[src/rtl/tdc_pkg.sv]
package tdc_pkg;
  localparam int unsigned CH_W  = 2;
  localparam int unsigned NIB_W = 4;
  localparam int unsigned RUN_W = 4;

  typedef enum logic [1:0] {
    MODE_RAW    = 2'b00,
    MODE_VRUN   = 2'b01,
    MODE_DRUN   = 2'b10,
    MODE_SDELTA = 2'b11
  } mode_e;
endpackage

[src/rtl/tdc_nibble_feed.sv]
module tdc_nibble_feed (
  input  logic       clk_i,
  input  logic       rst_ni,
  input  logic [7:0] byte_i,
  input  logic       byte_valid_i,
  output logic       byte_ready_o,
  output logic [3:0] nib_o,
  output logic       nib_valid_o,
  input  logic       nib_ready_i
);
  logic [7:0] hold_q;
  logic [1:0] left_q;

  assign nib_valid_o  = left_q != 2'd0;
  assign nib_o        = left_q[1] ? hold_q[7:4] : hold_q[3:0];
  // refill as the last nibble leaves
  assign byte_ready_o = (left_q == 2'd0) || (left_q == 2'd1 && nib_ready_i);

  always_ff @(posedge clk_i or negedge rst_ni) begin
    if (!rst_ni) begin
      hold_q <= '0;
      left_q <= 2'd0;
    end else if (byte_valid_i && byte_ready_o) begin
      hold_q <= byte_i;
      left_q <= 2'd2;
    end else if (nib_valid_o && nib_ready_i) begin
      left_q <= left_q - 2'd1;
    end
  end
endmodule

[src/rtl/tdc_token_parser.sv]
module tdc_token_parser
  import tdc_pkg::*;
#(
  parameter int unsigned SAMPLE_W = 16
) (
  input  logic                clk_i,
  input  logic                rst_ni,
  input  logic [NIB_W-1:0]    nib_i,
  input  logic                nib_valid_i,
  output logic                nib_ready_o,
  output logic                tok_valid_o,
  output mode_e               tok_mode_o,
  output logic [CH_W-1:0]     tok_chan_o,
  output logic [SAMPLE_W-1:0] tok_data_o,
  input  logic                tok_ready_i
);
  localparam int unsigned RAW_NIBS = SAMPLE_W / NIB_W;
  localparam int unsigned CNT_W    = $clog2(RAW_NIBS + 1);
  localparam int unsigned ACC_W    = SAMPLE_W - NIB_W;

  logic              busy_q;
  mode_e             mode_q;
  logic [CH_W-1:0]   chan_q;
  logic [CNT_W-1:0]  cnt_q;
  logic [ACC_W-1:0]  acc_q;
  logic [CNT_W-1:0]  need;
  logic              fire, last;

  assign need        = (mode_q == MODE_RAW) ? CNT_W'(RAW_NIBS) : CNT_W'(1);
  assign nib_ready_o = !tok_valid_o || tok_ready_i;
  assign fire        = nib_valid_i && nib_ready_o;
  assign last        = busy_q && (cnt_q + CNT_W'(1) == need);

  always_ff @(posedge clk_i or negedge rst_ni) begin
    if (!rst_ni) begin
      busy_q      <= 1'b0;
      mode_q      <= MODE_RAW;
      chan_q      <= '0;
      cnt_q       <= '0;
      acc_q       <= '0;
      tok_valid_o <= 1'b0;
      tok_mode_o  <= MODE_RAW;
      tok_chan_o  <= '0;
      tok_data_o  <= '0;
    end else begin
      if (tok_valid_o && tok_ready_i) tok_valid_o <= 1'b0;
      if (fire) begin
        if (!busy_q) begin
          busy_q <= 1'b1;
          mode_q <= mode_e'(nib_i[3:2]);
          chan_q <= nib_i[1:0];
          cnt_q  <= '0;
          acc_q  <= '0;
        end else if (last) begin
          busy_q      <= 1'b0;
          tok_valid_o <= 1'b1;
          tok_mode_o  <= mode_q;
          tok_chan_o  <= chan_q;
          tok_data_o  <= {acc_q, nib_i};
        end else begin
          cnt_q <= cnt_q + CNT_W'(1);
          acc_q <= {acc_q[ACC_W-NIB_W-1:0], nib_i};
        end
      end
    end
  end

  // a finished token is never overwritten before it is taken
  p_tok_hold_r9: assert property (@(posedge clk_i) disable iff (!rst_ni)
    tok_valid_o && !tok_ready_i |=> tok_valid_o && $stable(tok_data_o) && $stable(tok_chan_o));
endmodule

[src/rtl/tdc_chan_state.sv]
module tdc_chan_state #(
  parameter int unsigned SAMPLE_W = 16,
  parameter int unsigned CH_W     = 2
) (
  input  logic                clk_i,
  input  logic                rst_ni,
  input  logic [CH_W-1:0]     rchan_i,
  output logic [SAMPLE_W-1:0] rval_o,
  output logic [SAMPLE_W-1:0] rdelta_o,
  output logic                rseen_o,
  input  logic                we_i,
  input  logic                wseed_i,
  input  logic [CH_W-1:0]     wchan_i,
  input  logic [SAMPLE_W-1:0] wval_i,
  input  logic [SAMPLE_W-1:0] wdelta_i
);
  localparam int unsigned NCH = 1 << CH_W;

  logic [SAMPLE_W-1:0] val_q   [NCH];
  logic [SAMPLE_W-1:0] delta_q [NCH];
  logic                seen_q  [NCH];
  logic [NCH-1:0]      seen_vec;

  for (genvar c = 0; c < NCH; c++) begin : g_ch
    always_ff @(posedge clk_i or negedge rst_ni) begin
      if (!rst_ni) begin
        val_q[c]   <= '0;
        delta_q[c] <= '0;
        seen_q[c]  <= 1'b0;
      end else if (we_i && wchan_i == CH_W'(c)) begin
        val_q[c]   <= wval_i;
        delta_q[c] <= wdelta_i;
        if (wseed_i) seen_q[c] <= 1'b1;
      end
    end
    assign seen_vec[c] = seen_q[c];
  end

  assign rval_o   = val_q[rchan_i];
  assign rdelta_o = delta_q[rchan_i];
  assign rseen_o  = seen_q[rchan_i];

  // seeding is sticky until reset
  p_seen_sticky_r2: assert property (@(posedge clk_i) disable iff (!rst_ni)
    1'b1 |=> (seen_vec & $past(seen_vec)) == $past(seen_vec));
endmodule

[src/rtl/tdc_expander.sv]
module tdc_expander
  import tdc_pkg::*;
#(
  parameter int unsigned SAMPLE_W = 16
) (
  input  logic                clk_i,
  input  logic                rst_ni,
  input  logic                tok_valid_i,
  input  mode_e               tok_mode_i,
  input  logic [CH_W-1:0]     tok_chan_i,
  input  logic [SAMPLE_W-1:0] tok_data_i,
  output logic                tok_ready_o,
  output logic [CH_W-1:0]     rchan_o,
  input  logic [SAMPLE_W-1:0] rval_i,
  input  logic [SAMPLE_W-1:0] rdelta_i,
  input  logic                rseen_i,
  output logic                we_o,
  output logic                wseed_o,
  output logic [SAMPLE_W-1:0] wval_o,
  output logic [SAMPLE_W-1:0] wdelta_o,
  output logic                out_valid_o,
  input  logic                out_ready_i,
  output logic [CH_W-1:0]     out_chan_o,
  output logic [SAMPLE_W-1:0] out_sample_o,
  output logic                err_o
);
  logic [RUN_W-1:0]    rem_q;
  logic [CH_W-1:0]     run_chan_q;
  logic                run_delta_q;
  logic                slot, take, load, start_run, err_d;
  logic [SAMPLE_W-1:0] nxt, sd_ext;
  logic [RUN_W-1:0]    count;

  assign slot        = !out_valid_o || out_ready_i;
  assign tok_ready_o = (rem_q == '0) && slot;
  assign take        = tok_valid_i && tok_ready_o;
  assign rchan_o     = (rem_q != '0) ? run_chan_q : tok_chan_i;
  assign count       = tok_data_i[RUN_W-1:0];
  assign sd_ext      = {{(SAMPLE_W-NIB_W){tok_data_i[NIB_W-1]}}, tok_data_i[NIB_W-1:0]};

  always_comb begin
    we_o      = 1'b0;
    wseed_o   = 1'b0;
    wval_o    = rval_i;
    wdelta_o  = rdelta_i;
    load      = 1'b0;
    nxt       = rval_i;
    start_run = 1'b0;
    err_d     = 1'b0;
    if (rem_q != '0) begin
      if (slot) begin
        nxt    = run_delta_q ? rval_i + rdelta_i : rval_i;
        load   = 1'b1;
        we_o   = 1'b1;
        wval_o = nxt;
      end
    end else if (take) begin
      case (tok_mode_i)
        MODE_RAW, MODE_SDELTA: begin
          nxt      = (tok_mode_i == MODE_RAW) ? tok_data_i : rval_i + sd_ext;
          load     = 1'b1;
          we_o     = 1'b1;
          wseed_o  = (tok_mode_i == MODE_RAW);
          wval_o   = nxt;
          wdelta_o = nxt - rval_i;
        end
        default: begin
          if (!rseen_i) begin
            err_d = 1'b1;
          end else if (count != '0) begin
            nxt       = (tok_mode_i == MODE_DRUN) ? rval_i + rdelta_i : rval_i;
            load      = 1'b1;
            we_o      = 1'b1;
            wval_o    = nxt;
            start_run = 1'b1;
          end
        end
      endcase
    end
  end

  always_ff @(posedge clk_i or negedge rst_ni) begin
    if (!rst_ni) begin
      rem_q        <= '0;
      run_chan_q   <= '0;
      run_delta_q  <= 1'b0;
      out_valid_o  <= 1'b0;
      out_chan_o   <= '0;
      out_sample_o <= '0;
      err_o        <= 1'b0;
    end else begin
      err_o <= err_d;
      if (load) begin
        out_valid_o  <= 1'b1;
        out_chan_o   <= rchan_o;
        out_sample_o <= nxt;
      end else if (out_ready_i) begin
        out_valid_o <= 1'b0;
      end
      if (start_run) begin
        rem_q       <= count - RUN_W'(1);
        run_chan_q  <= tok_chan_i;
        run_delta_q <= (tok_mode_i == MODE_DRUN);
      end else if (rem_q != '0 && slot) begin
        rem_q <= rem_q - RUN_W'(1);
      end
    end
  end

  // a stalled sample is held
  p_out_hold_r8: assert property (@(posedge clk_i) disable iff (!rst_ni)
    out_valid_o && !out_ready_i |=> out_valid_o && $stable(out_sample_o) && $stable(out_chan_o));
  // while samples of a run are pending, one is always on offer
  p_run_has_out_r5: assert property (@(posedge clk_i) disable iff (!rst_ni)
    rem_q != '0 |-> out_valid_o);
  // error is a single-cycle pulse
  p_err_single_r7: assert property (@(posedge clk_i) disable iff (!rst_ni)
    err_o |=> !err_o);
endmodule

[src/rtl/tdc_trace_decomp.sv]
module tdc_trace_decomp
  import tdc_pkg::*;
#(
  parameter int unsigned SAMPLE_W = 16
) (
  input  logic                clk_i,
  input  logic                rst_ni,
  input  logic [7:0]          byte_i,
  input  logic                byte_valid_i,
  output logic                byte_ready_o,
  output logic                out_valid_o,
  input  logic                out_ready_i,
  output logic [CH_W-1:0]     out_chan_o,
  output logic [SAMPLE_W-1:0] out_sample_o,
  output logic                err_o
);
  logic [NIB_W-1:0]    nib;
  logic                nib_valid, nib_ready;
  logic                tok_valid, tok_ready;
  mode_e               tok_mode;
  logic [CH_W-1:0]     tok_chan;
  logic [SAMPLE_W-1:0] tok_data;
  logic [CH_W-1:0]     rchan;
  logic [SAMPLE_W-1:0] rval, rdelta, wval, wdelta;
  logic                rseen, we, wseed;

  tdc_nibble_feed u_feed (
    .clk_i, .rst_ni, .byte_i, .byte_valid_i, .byte_ready_o,
    .nib_o(nib), .nib_valid_o(nib_valid), .nib_ready_i(nib_ready)
  );

  tdc_token_parser #(.SAMPLE_W(SAMPLE_W)) u_parser (
    .clk_i, .rst_ni,
    .nib_i(nib), .nib_valid_i(nib_valid), .nib_ready_o(nib_ready),
    .tok_valid_o(tok_valid), .tok_mode_o(tok_mode), .tok_chan_o(tok_chan),
    .tok_data_o(tok_data), .tok_ready_i(tok_ready)
  );

  tdc_chan_state #(.SAMPLE_W(SAMPLE_W), .CH_W(CH_W)) u_state (
    .clk_i, .rst_ni,
    .rchan_i(rchan), .rval_o(rval), .rdelta_o(rdelta), .rseen_o(rseen),
    .we_i(we), .wseed_i(wseed), .wchan_i(rchan), .wval_i(wval), .wdelta_i(wdelta)
  );

  tdc_expander #(.SAMPLE_W(SAMPLE_W)) u_exp (
    .clk_i, .rst_ni,
    .tok_valid_i(tok_valid), .tok_mode_i(tok_mode), .tok_chan_i(tok_chan),
    .tok_data_i(tok_data), .tok_ready_o(tok_ready),
    .rchan_o(rchan), .rval_i(rval), .rdelta_i(rdelta), .rseen_i(rseen),
    .we_o(we), .wseed_o(wseed), .wval_o(wval), .wdelta_o(wdelta),
    .out_valid_o, .out_ready_i, .out_chan_o, .out_sample_o, .err_o
  );
endmodule

[config.mk]
export PLATFORM = sky130hd
export DESIGN_NAME = tdc_trace_decomp
export DESIGN_NICKNAME = d
export VERILOG_FILES = /design/src/rtl/tdc_pkg.sv /design/src/rtl/tdc_nibble_feed.sv /design/src/rtl/tdc_token_parser.sv /design/src/rtl/tdc_chan_state.sv /design/src/rtl/tdc_expander.sv /design/src/rtl/tdc_trace_decomp.sv
export SDC_FILE = /design/constraint.sdc
export NUM_CORES = 1
export LEC_CHECK = 0
export BUFFER_PORTS_ARGS = -buffer_cell sky130_fd_sc_hd__buf_2
export CAP_MARGIN = 20
export CORE_MARGIN = 2
export CORE_UTILIZATION = 55
export CTS_CLUSTER_SIZE = 12
export DETAILED_ROUTE_END_ITERATION = 7
export PLACE_DENSITY = 0.72
export SYNTH_ARGS = -nofsm -noshare
export SYNTH_HDL_FRONTEND = slang
export SYNTH_HIERARCHICAL = 1
export SYNTH_SLANG_ARGS = --single-unit
[constraint.sdc]
create_clock -name clk_i -period 12.4 [get_ports clk_i]
set_clock_uncertainty 0.2 [all_clocks]
set_input_delay 0.62 -clock clk_i [delete_from_list [all_inputs] [get_ports clk_i]]
set_output_delay 0.62 -clock clk_i [all_outputs]
set_load 0.005 [all_outputs]
---- After elaboration in Yosys (flattened, before gate mapping) ----
Cells that the tools add are included.
storage, ports and cells
  input bits .............................. 12
  memory bits (writable) .................. 0
  output and inout bits ................... 21
  memory bits (read-only) ................. 0
  logic and storage cells ................. 139
  bits in registers ....................... 210
  memories ................................ 0
  latch bits .............................. 0
operators by class
  bitwise logic cells ..................... 2
  $mul .................................... 0
  magnitude comparators ................... 1
  mux-type cells .......................... 56
  equality and inequality tests ........... 8
  shift-type cells ........................ 0
  add/subtract/negate cells ............... 7
  divide/modulo/power cells ............... 0
  reduce and logical (&&, ||, !) cells .... 35
operator list
  kind                                                                   number
  16-bit two-way mux                                                     16
  16-bit binary-select mux with 2-bit select                             2
  16-bit adder                                                           2
  1-bit two-way mux                                                      26
  12-bit two-way mux                                                     2
  16-bit subtractor                                                      1
  4-bit two-way mux                                                      3
  2-bit AND reduction                                                    6
  1-bit logical AND                                                      11
  3-bit two-way mux                                                      3
  2-bit equality test, second input constant                             4
  2-bit zero test                                                        4
  2-bit nonzero test                                                     4
  4-bit nonzero test                                                     2
  4-bit by 1-bit subtractor with 4-bit output, second input constant     2
  2-bit two-way mux                                                      3
  2-bit by 1-bit equality test with 1-bit output, second input constant  2
  4-bit zero test                                                        1
  3-bit by 1-bit adder with 3-bit output, second input constant          1
  3-bit equality test                                                    1
  3-bit >= comparator, second input constant                             1
  1-bit logical OR                                                       3
  2-bit inverter with 3-bit output                                       1
  3-bit AND reduction                                                    1
  other kinds (6)                                                        7

---- Longest topological paths before layout ----
Gate-level depths: netlist of run 1.
  depth after elaboration ................. 13
  gate-level depth with buffers ........... 25
  mapped depth without buffers ............ 21

---- Cells and area by module ----
Netlist of run 1, hierarchy kept.
modules (own cells, without submodules)
  module            sequential area each (um^2)  instances  area an instance (um^2)  cells an instance
  tdc_chan_state    3303.2                       1          5748.0                   327
  tdc_expander      675.6                        1          4312.9                   586
  tdc_token_parser  1026.0                       1          1916.8                   151
  tdc_nibble_feed   250.2                        1          644.4                    64

---- Worst setup path after synthesis of run 1 ----
Ideal clock, no wire load.
  path kind ............................... register to register
  start point ............................. register u_exp.rem_q[2]
  end point ............................... register u_state/delta_q[63] (netlist bit)
  path buffers ............................ 4
  data required time ...................... 12.075 ns
  slack ................................... 6.450 ns
  clock period less this slack ............ 5.950 ns
  setup time .............................. 0.125 ns
  arrival time ............................ 5.625 ns
  stages on the path, launching flop included .. 26
  cell sequence ........................... dfrtp_1 nor4_4 buf_2 clkbuf_1 nand2_1 nand2_1 buf_2 buf_4 mux4_2 ha_1 fa_1 a211oi_2 o21ai_1 a21oi_1 xnor2_1 mux2i_1 inv_1 ha_1 and2_1 a22o_1 a311o_1 a41oi_2 o21ai_1 xor2_1 o21ai_1 mux2_2
on the way
  longest elaborated chain between the ends .. 12
  elaborated cells on any way between the ends .. 27
  those cells by class .................... add/sub: 2; mux: 18; bitwise: 1; reduce/logical: 6
RTL lines
  item                                                        line                    RTL
  from (decl)                                                 tdc_expander.sv:27      logic [RUN_W-1:0] rem_q;
  from (signal assigned)                                      tdc_expander.sv:101     rem_q <= count - RUN_W'(1);
  from (signal assigned)                                      tdc_expander.sv:105     rem_q <= rem_q - RUN_W'(1);
  4-bit nonzero test (*)                                      tdc_expander.sv:37      assign rchan_o = (rem_q != '0) ? run_chan_q : tok_chan_i;
  2-bit two-way mux (*)                                       tdc_expander.sv:37
  named net rchan[0]                                          tdc_trace_decomp.sv:23  logic [CH_W-1:0] rchan;
  2-bit inverter with 3-bit output (not written as such) (*)  tdc_chan_state.sv:39    assign rval_o = val_q[rchan_i];
  16-bit binary-select mux with 2-bit select (*)              tdc_chan_state.sv:39
  16-bit two-way mux (not written as such) (*) (2 in series)  tdc_chan_state.sv:39
  named net rval[0]                                           tdc_trace_decomp.sv:24  logic [SAMPLE_W-1:0] rval, rdelta, wval, wdelta;
  16-bit adder                                                tdc_expander.sv:60      nxt = (tok_mode_i == MODE_RAW) ? tok_data_i : rval_i + sd_ext;
  16-bit two-way mux                                          tdc_expander.sv:60
  16-bit subtractor (*)                                       tdc_expander.sv:65      wdelta_o = nxt - rval_i;
  16-bit two-way mux (*)                                      tdc_expander.sv:58      case (tok_mode_i)
  16-bit two-way mux (*)                                      tdc_expander.sv:57      end else if (take) begin
  16-bit two-way mux (*)                                      tdc_expander.sv:50      if (rem_q != '0) begin
  named net wdelta[15]                                        tdc_trace_decomp.sv:24
  to (signal, indexed assignment)                             tdc_chan_state.sv:32    delta_q[c] <= wdelta_i;
  to (decl)                                                   tdc_chan_state.sv:20    logic [SAMPLE_W-1:0] delta_q [NCH];
The timed path passes the listed nets; every way through them passes the cells marked *. The select of a mux whose other input is x is not followed.
A chain may end at the register's enable or synchronous reset.

---- Worst setup path in the final report of run 1 ----
  start point ............................. register u_exp.rem_q[2]
  end point ............................... register u_state/delta_q[31] (netlist bit)
Same word-level chain as after synthesis.

==> impl_metrics.yaml, run 1 <==
global_route:
  grt_pass1_vias: 8866
  grt_max_degree: 83
  gr-usage-met1_pct: 36.2
  gr-usage-met3_pct: 3.62
  grt_remaining_overflow: 0
  antenna_found_initial: 0
  gr-max-usage-layer: "met2"
  grt_pass1_wl_um: 47800
  gr-usage-met2_pct: 38.5
  grt_use_total_pct: 24.6
routing:
  first_iter_violations: 640
  route.vias.total: 8882
  viasPerCell: 6.19
  wirelength_um: 28900
  drc: 0
  wire_per_inst_um: 20.1
  drtPass1Iterations: 8
  ant_nets: 0
logic_synthesis:
  syn_area_sq_um: 12600
  synth_flop_cell: "dfrtp_1"
  ys_seq_area_share_pct: 41.6
  async_reset_ff_share_pct: 100
  synth_seq_cells: 210
  synthCells: 1128
  synth_cell_type_count: 82
  yosysWarnings: 6
  synth_edf_count: 0
  syn_area_per_cell_sq_um: 11.2
  syn-num-nets: 1194
worst_hold_path:
  hp-start: "byte_i[4]"
  hold_path_depth: 3
  hold_path.class: "input port to register"
  min_to: "u_feed/hold_q[4]"
critical_path:
  worstPathArrival_ns: 6.94
  r2r-start: "u_exp/rem_q[2]"
  worst_setup_path_start_kind: "register"
  crit_chain: "or4_1 > nand2_1 > nand2_2 > mux4_2 > ha_1 > fa_1 > xnor2_1 > o21ai_0 > ha_1 > o21a_1 > o31a_1 > or4_1 > a311o_1 > a41oi_2 > o21ai_1 > xor2_1 > o21ai_1 > mux2_2"
  critPathKind: "register to register"
  cpPeakStageDelay_ns: 0.91
  endpoint_kind: "register"
  worst_r2r_path_depth: 18
  crit_required_ns: 12.59
  crit_path_max_fanout: 21
  worst_path_max_delay_cell: "or4_1"
  r2r-end: "u_state/delta_q[31]"
  ff2ff_setup_slack_ns: 5.64
clock_network:
  cts_resized: 0
  h-tree-depth: 1
  cts_sinks: 210
  clkTransAtPathRegs_ns: 0.06
  cts_tree: "done"
  worstSkewPairLatency_ns: 0.51
  cts_hold_buf: 1
  numCtsBuffers: 23
  cts_root_buf: "clkbuf_16"
  clk_path_buf_depth: 3
  cts_setup_buffers: 0
final_layout:
  seq_area_sq_um: 5260
  drive_gt1_share_pct: 26.7
  nNetsFinal: 1204
  multi_input_area_sq_um: 6850
  area_growth_pct: 7.74
  antenna-diode-count: 0
  fillers: 1804
place:
  routabilityCongestion: 0.899
  numPortBuffers: 32
  dpl.hpwl_um: 20700
outcome:
  status: "completed"
timing:
  max_freq_mhz: 148
  setup_viol: 0
  fin_setup_tns_ns: 0
  fin_crit_ns: 6.76
  slew_headroom_pct: 31.3
  period_share_pct: 54.5
  max_slew.worst_pin.slew_ns: 1.03
  rsz0062_at_grt: "no"
  hold_viol_final: 0
  slew_violations: 0
floorplanning:
  rows: 55
  die-height_um: 155
  coreArea_sq_um: 22600
  die_area_sq_um: 24200
  num_io_pins: 33
  die_w_um: 155
  start_util_pct: 55.9
run:
  cap_violations: 0
## per-layer routing
layer,share of wire [%],vias up,wire length [um]
met5,0,-,0
met4,2.2,0,638
met3,6.0,52,1720
met2,46,255,13300
met1,46,4427,13200
li1,-,4148,-
## synthesized netlist by cell type, types with 10 or more instances
cell	n	area share, %
nand2_1	132	3.9
a21o_1	16	0.95
buf_2	20	0.79
xor2_1	19	1.3
ha_1	51	5.1
a21oi_1	44	1.7
o211ai_1	22	1.3
nand3_1	11	0.44
o31ai_1	11	0.65
nor3_1	15	0.59
buf_6	11	0.98
clkbuf_1	17	0.51
mux2_4	20	2.4
o21ai_0	53	2.1
mux4_2	33	5.9
o21ai_1	10	0.40
inv_1	43	1.3
mux2_2	144	13
a31oi_1	11	0.55
nor2_1	58	1.7
xnor2_1	19	1.3
dfrtp_1	210	42
## worst max-delay path: cells and delay by family, from the launching register on
kind	cells	cell delay, ns
compound gates	7	1.55
mux	2	0.99
flops	1	0.44
fa+ha+maj	3	1.03
simple gates	4	2.06
xor+xnor	2	0.32
## cell type report
| type | count | share of cell area (%) |
|---|---|---|
| clock inverters | 6 | 0.267 |
| inverters | 45 | 1.24 |
| flip-flops and latches | 210 | 38.6 |
| clock buffers | 31 | 4.82 |
| multi-input cells | 815 | 50.4 |
| well taps | 285 | 2.62 |
| repair buffers | 43 | 2.01 |
## worst max path at each step
stage,start,end,slack [ns],depth (start not counted)
2_1_floorplan,u_exp/rem_q[2],u_state/delta_q[63],6.45,25
3_3_place_gp,u_exp/rem_q[2],u_state/delta_q[26],5.78,18
3_5_place_dp,u_exp/rem_q[2],u_state/delta_q[26],5.69,18
4_1_cts,u_exp/rem_q[2],u_state/delta_q[31],5.67,18
5_1_grt,u_exp/rem_q[2],u_state/delta_q[26],5.21,18
6_report,u_exp/rem_q[2],u_state/delta_q[31],5.64,18
## state kept, by name (all words and copies together) (netlist names), 3 cells and up
register	count
u_exp/out_sample_o	16
u_feed/hold_q	8
u_parser/acc_q	12
u_parser/tok_data_o	16
u_state/val_q	64
u_state/delta_q	64
u_exp/rem_q	4
u_state/seen_q	4
u_parser/cnt_q	3
## cells by family after synthesis
family,after synthesis,share of synthesized area [%]
xor gates and xnor gates,39,2.77
DFF,210,41.6
and+or+nand+nor,268,9.95
adders and majority gates,54,5.53
muxes,208,22.1
buffers and inverters,103,4.15
AOI/OAI and AO/OA,246,13.9
## through the flow
stage	hold slack [ns]	cell area, sq um	worst slack [ns]	cells	util (%)
floorplan	0.124	12600	6.45	1128	-
global placement	0.246	12900	5.78	1396	57.0
detailed placement	0.256	12900	5.69	1396	57.0
CTS	0.174	13600	5.67	1434	60.1
global route	0.189	13600	5.21	1435	60.2
finish	0.189	13600	5.64	1435	60.2
## placed cells by master, fill, tap and decap left out, types with 22 or more instances in the layout
cell type	n
o211ai_1	22
clkbuf_16	23
mux2_2	144
nor2_1	58
a21oi_1	44
nand2_1	130
dfrtp_1	210
inv_1	43
o21ai_0	53
buf_2	31
ha_1	51
mux4_2	33
Power of run 1 is left out: the tool's default activity adds up to more than one toggle a clock period on the data nets, which glitch-free logic cannot reach.
==> inputs of run 2 (changes only) <==
--- a/config.mk
+++ b/config.mk
@@ -11,7 +11,7 @@
 export CORE_UTILIZATION = 55
 export CTS_CLUSTER_SIZE = 12
 export DETAILED_ROUTE_END_ITERATION = 7
-export PLACE_DENSITY = 0.72
+export PLACE_DENSITY = 0.74
 export SYNTH_ARGS = -nofsm -noshare
 export SYNTH_HDL_FRONTEND = slang
 export SYNTH_HIERARCHICAL = 1
==> constraint.sdc (replaced) <==
create_clock -name clk_i -period 5.45 [get_ports clk_i]
set_clock_uncertainty 0.2 [all_clocks]
set_input_delay 0.2725 -clock clk_i [delete_from_list [all_inputs] [get_ports clk_i]]
set_output_delay 0.2725 -clock clk_i [all_outputs]
set_load 0.005 [all_outputs]
==> run 2 against run 1 <==
Compared with the run above:
- setup slack got worse by 5.6 ns
- critical path depth increased by 3
- global-route usage increased by 1.7 points
- wire length increased by 9.2%
- sequential cell count unchanged
==> impl_metrics.yaml, run 2 (synthesized netlist as in run 1, its figures left out) <==
clock_network:
  cts_sinks: 210
  worstSkewPairLatency_ns: 0.52
  numCtsBuffers: 23
  clk_path_buf_depth: 3
  clkTransAtPathRegs_ns: 0.06
  h-tree-depth: 1
  cts_root_buf: "clkbuf_16"
  cts_tree: "done"
timing:
  max_slew.worst_pin.slew_ns: 1.04
  hold_viol_final: 0
  setup_viol: 0
  slew_violations: 0
  max_freq_mhz: 184
  period_share_pct: 99.9
  setup_slack_ns: 0.00757
  fin_crit_ns: 5.44
  slew_headroom_pct: 30.5
  fin_setup_tns_ns: 0
  rsz0062_at_grt: "yes"
worst_hold_path:
  min_to: "u_feed/left_q[1]"
  hold_path_depth: 3
  hold_path.class: "input port to register"
  hp-start: "byte_valid_i"
floorplanning:
  coreArea_sq_um: 22600
  die-height_um: 155
  start_util_pct: 55.9
  num_io_pins: 33
  die_area_sq_um: 24200
  die_w_um: 155
  rows: 55
routing:
  route.vias.total: 9314
  drtPass1Iterations: 5
  drc: 0
  wire_per_inst_um: 20.9
  wirelength_um: 31500
  ant_nets: 0
  first_iter_violations: 612
  viasPerCell: 6.17
final_layout:
  top_regs: "u_state/delta_q x64, u_state/val_q x64"
  fillers: 1714
  antenna-diode-count: 0
  area_growth_pct: 14.8
  final_cell_mix: "dfrtp_1, mux2_2, nand2_1"
  drive_gt1_share_pct: 31.6
  design_area_sq_um: 14500
  nNetsFinal: 1278
  final_common_cell: "dfrtp_1"
critical_path:
  r2r-start: "u_exp/rem_q[3]"
  worst_setup_path_start_kind: "register"
  crit_chain: "or4_4 > nand2_4 > nand2_8 > buf_6 > mux4_2 > fa_2 > a211oi_4 > o21ai_2 > a21oi_2 > xnor2_1 > mux2i_1 > inv_1 > ha_4 > and2_4 > a22o_1 > a311o_1 > a41oi_2 > o21ai_1 > xor2_1 > o21ai_2 > mux2_4"
  ff2ff_setup_slack_ns: 0.008
  worst_path_max_delay_cell: "or4_4"
  critPathKind: "register to register"
  endpoint_kind: "register"
  worst_path_most_repeated_cell: "o21ai_2"
  r2r-end: "u_state/delta_q[63]"
  cp_num_buf_inv: 2
  crit_path_max_fanout: 4
  cpPeakStageDelay_ns: 0.59
  crit_required_ns: 5.64
  worstPathArrival_ns: 5.64
  worst_r2r_path_depth: 21
  critPathTopFamily: "compound AO/OA/AOI/OAI gates"
global_route:
  grt_pass1_wl_um: 50400
  antenna_found_initial: 0
  grt_max_degree: 127
  grt_pass1_vias: 9328
  grt_use_total_pct: 26.3
  grt_remaining_overflow: 0
run:
  cap_violations: 0
place:
  pre_cts_ws_ns: -0.0838
  dpl.hpwl_um: 21900
  numPortBuffers: 32
  routabilityCongestion: 0.939
  placed_cell_area_sq_um: 13300
outcome:
  status: "completed"
run 2: worst max-delay path by stage:
| stage | from | end | slack [ns] | cells after the start |
|---|---|---|---|---|
| floorplan | u_exp/rem_q[0] | u_state/delta_q[62] | 0.002 | 23 |
| global placement | u_exp/rem_q[3] | u_state/delta_q[63] | 0.02 | 20 |
| detailed placement | u_exp/rem_q[3] | u_state/delta_q[63] | -0.08 | 21 |
| CTS | u_exp/rem_q[3] | u_state/delta_q[63] | 0.0009 | 21 |
| global route | u_exp/rem_q[3] | u_state/delta_q[63] | -0.15 | 22 |
| finish | u_exp/rem_q[3] | u_state/delta_q[63] | 0.008 | 21 |
run 2: what timing repair did:
action / CTS / global route
endpoints found under the setup margin: 14 / 20
hold buffers: 18 / 0
pin swaps: 8 / 16
resized for setup: 20 / 22
buffers inserted: 0 / 4
endpoints found under the hold margin: 93 / 0
run 2: per-stage QoR:
step	utilization [%]	instances	hold WS, ns
floorplan	-	1128	-0.223
global placement	59.1	1450	0.156
detailed placement	59.1	1450	0.163
CTS	63.6	1506	0.0435
global route	64.2	1510	0.0783
finish	64.2	1510	0.0739
run 2: metal layers:
metal,track usage (%),share of wire (%)
met1,37.0,44
met2,42.7,48
met3,3.82,6.0
met4,8.04,2.6
met5,0,0
run 2: layout make-up:
type | count | area [sq um] | share of cell area (%)
clock buffer | 32 | 639 | 4.41
sequential | 210 | 5260 | 36.3
clock inverter | 6 | 109 | 0.751
inverter | 45 | 169 | 1.17
tap | 285 | 357 | 2.46
timing repair buffer | 117 | 908 | 6.27
multi-input combinational | 815 | 7060 | 48.7
run 2: worst register-to-register path, delay by kind of cell (launching register included):
kind / cells / cell delay, ns
AOI/OAI and AO/OA: 8 / 1.59
xor gates and xnor gates: 2 / 0.33
and+or+nand+nor: 4 / 0.93
muxes: 3 / 0.99
DFF: 1 / 0.38
buffers and inverters: 2 / 0.23
adders and majority gates: 2 / 0.68
Power of run 2 is left out for the same reason.
==> inputs of run 3 (changes only) <==
--- a/config.mk
+++ b/config.mk
@@ -11,7 +11,7 @@
 export CORE_UTILIZATION = 55
 export CTS_CLUSTER_SIZE = 12
 export DETAILED_ROUTE_END_ITERATION = 7
-export PLACE_DENSITY = 0.74
+export PLACE_DENSITY = 0.72
 export SYNTH_ARGS = -nofsm -noshare
 export SYNTH_HDL_FRONTEND = slang
 export SYNTH_HIERARCHICAL = 1
==> constraint.sdc (replaced) <==
create_clock -name clk_i -period 6.2 [get_ports clk_i]
set_clock_uncertainty 0.2 [all_clocks]
set_input_delay 0.31 -clock clk_i [delete_from_list [all_inputs] [get_ports clk_i]]
set_output_delay 0.31 -clock clk_i [all_outputs]
set_load 0.005 [all_outputs]
==> run 3 against run 2 <==
Compared with the run above:
- hold slack got worse by 0.047 ns
- highest routed layer unchanged
- critical path type unchanged
- critical endpoint is now u_state/delta_q[31]
- die area did not move
- wire length fell by 4.3%
==> impl_metrics.yaml, run 3 (synthesized netlist as in run 1, its figures left out) <==
worst_hold_path:
  hold_path.class: "input port to register"
global_route:
  grt_pass1_wl_um: 48800
  grt_use_total_pct: 25.4
  gr-usage-met1_pct: 36.2
  gr-max-usage-layer: "met2"
  antenna_found_initial: 0
  grt_remaining_overflow: 0
  grt_pass1_vias: 9170
  gr-usage-met2_pct: 41.4
  gr-usage-met3_pct: 2.84
  grt_max_degree: 118
floorplanning:
  start_util_pct: 55.9
  die-height_um: 155
  num_io_pins: 33
  rows: 55
  die_w_um: 155
  die_area_sq_um: 24200
  coreArea_sq_um: 22600
final_layout:
  area_growth_pct: 9.23
  drive_gt1_share_pct: 26.5
  final_common_cell: "dfrtp_1"
  nNetsFinal: 1225
  final_cell_mix: "dfrtp_1, mux2_2, nand2_1"
  antenna-diode-count: 0
  top_regs: "u_state/delta_q x64, u_state/val_q x64"
  finalNonFillerCells: 1457
critical_path:
  crit_path_max_fanout: 35
  crit_end: "u_state/delta_q[31]"
  worstPathArrival_ns: 6.09
  ff2ff_setup_slack_ns: 0.32
  worst_r2r_path_depth: 20
  startpoint: "u_exp/rem_q[2]"
  worst_setup_path_start_kind: "register"
  r2r-end: "u_state/delta_q[31]"
  crit_required_ns: 6.41
  critPathKind: "register to register"
  r2r-start: "u_exp/rem_q[2]"
  cpPeakStageDelay_ns: 0.55
  crit_chain: "or4_1 > nand2_1 > nand2_2 > buf_12 > mux4_2 > ha_1 > a21oi_1 > o22ai_1 > o41ai_1 > xnor2_1 > mux2_2 > ha_1 > and2_1 > a22o_1 > a311o_1 > a41oi_2 > o21ai_1 > xor2_1 > o21ai_1 > mux2_2"
  worst_path_max_delay_cell: "or4_1"
  endpoint_kind: "register"
timing:
  setup_viol: 0
  fin_crit_ns: 5.88
  period_share_pct: 94.8
  slew_headroom_pct: 31.2
  hold_viol_final: 0
  max_slew.worst_pin.slew_ns: 1.03
  slew_violations: 0
  rsz0062_at_grt: "no"
  fin_setup_tns_ns: 0
  max_freq_mhz: 170
place:
  numPortBuffers: 32
  dpl.hpwl_um: 21000
  placed_cells: 1403
  routabilityCongestion: 0.996
clock_network:
  cts_sinks: 210
  numCtsBuffers: 23
  clk_path_buf_depth: 3
  h-tree-depth: 1
  cts_tree: "done"
  cts_resized: 0
  cts_root_buf: "clkbuf_16"
  clkTransAtPathRegs_ns: 0.06
  worstSkewPairLatency_ns: 0.53
routing:
  wire_per_inst_um: 20.7
  first_iter_violations: 657
  drtPass1Iterations: 5
  route.vias.total: 9046
  wirelength_um: 30200
  viasPerCell: 6.21
  drc: 0
  ant_nets: 0
outcome:
  status: "completed"
run:
  cap_violations: 0
## run 3: through the flow
step,instance area [sq um],util (%),setup slack (ns),hold WS (ns)
floorplan,12600,-,0.250,-0.186
global placement,12900,57.3,0.439,0.253
detailed placement,12900,57.3,0.314,0.255
CTS,13800,61.1,0.324,0.00197
global route,13800,61.1,0.0366,0.0231
finish,13800,61.1,0.322,0.0273
## run 3: worst min path at each step
stage	from	cells past startpoint	to	slack, ns
5_1_grt	byte_valid_i	3	u_feed/hold_q[1]	0.02
6_report	byte_valid_i	3	u_feed/hold_q[1]	0.03
4_1_cts	byte_valid_i	3	u_feed/hold_q[1]	0.002
2_1_floorplan	rst_ni	0	u_exp/err_o	-0.19
3_5_place_dp	u_state/seen_q[0]	1	u_state/seen_q[0]	0.25
3_3_place_gp	u_state/seen_q[3]	1	u_state/seen_q[3]	0.25
## run 3: metal layers
metal / up-vias / part of all wire (%)
met4: 0 / 2.7
met2: 233 / 47
met3: 55 / 4.8
met1: 4566 / 45
met5: - / 0
li1: 4192 / -
## run 3: area by class of cell
type | count | area (sq um)
Clock buffer | 32 | 629
Clock inverter | 6 | 62.6
Fill cell | 1812 | 8780
Inverter | 45 | 169
Multi-Input combinational cell | 815 | 6850
Sequential cell | 210 | 5260
Tap cell | 285 | 357
Timing Repair Buffer | 64 | 462
## run 3: critical path: cells and delay by family (launching register included)
family	cells	cell delay [ns]
compound gates	8	1.74
mux	3	1.08
simple gates	4	1.07
fa+ha+maj	2	0.68
flops	1	0.43
buf+inv	1	0.29
xor+xnor	2	0.24
## run 3: repair_timing
item | CTS | global route
hold buffers | 16 | 0
setup endpoints to repair | 0 | 0
endpoints found under the hold margin | 123 | 0
buffers inserted | 0 | 0
Power of run 3 is left out for the same reason.
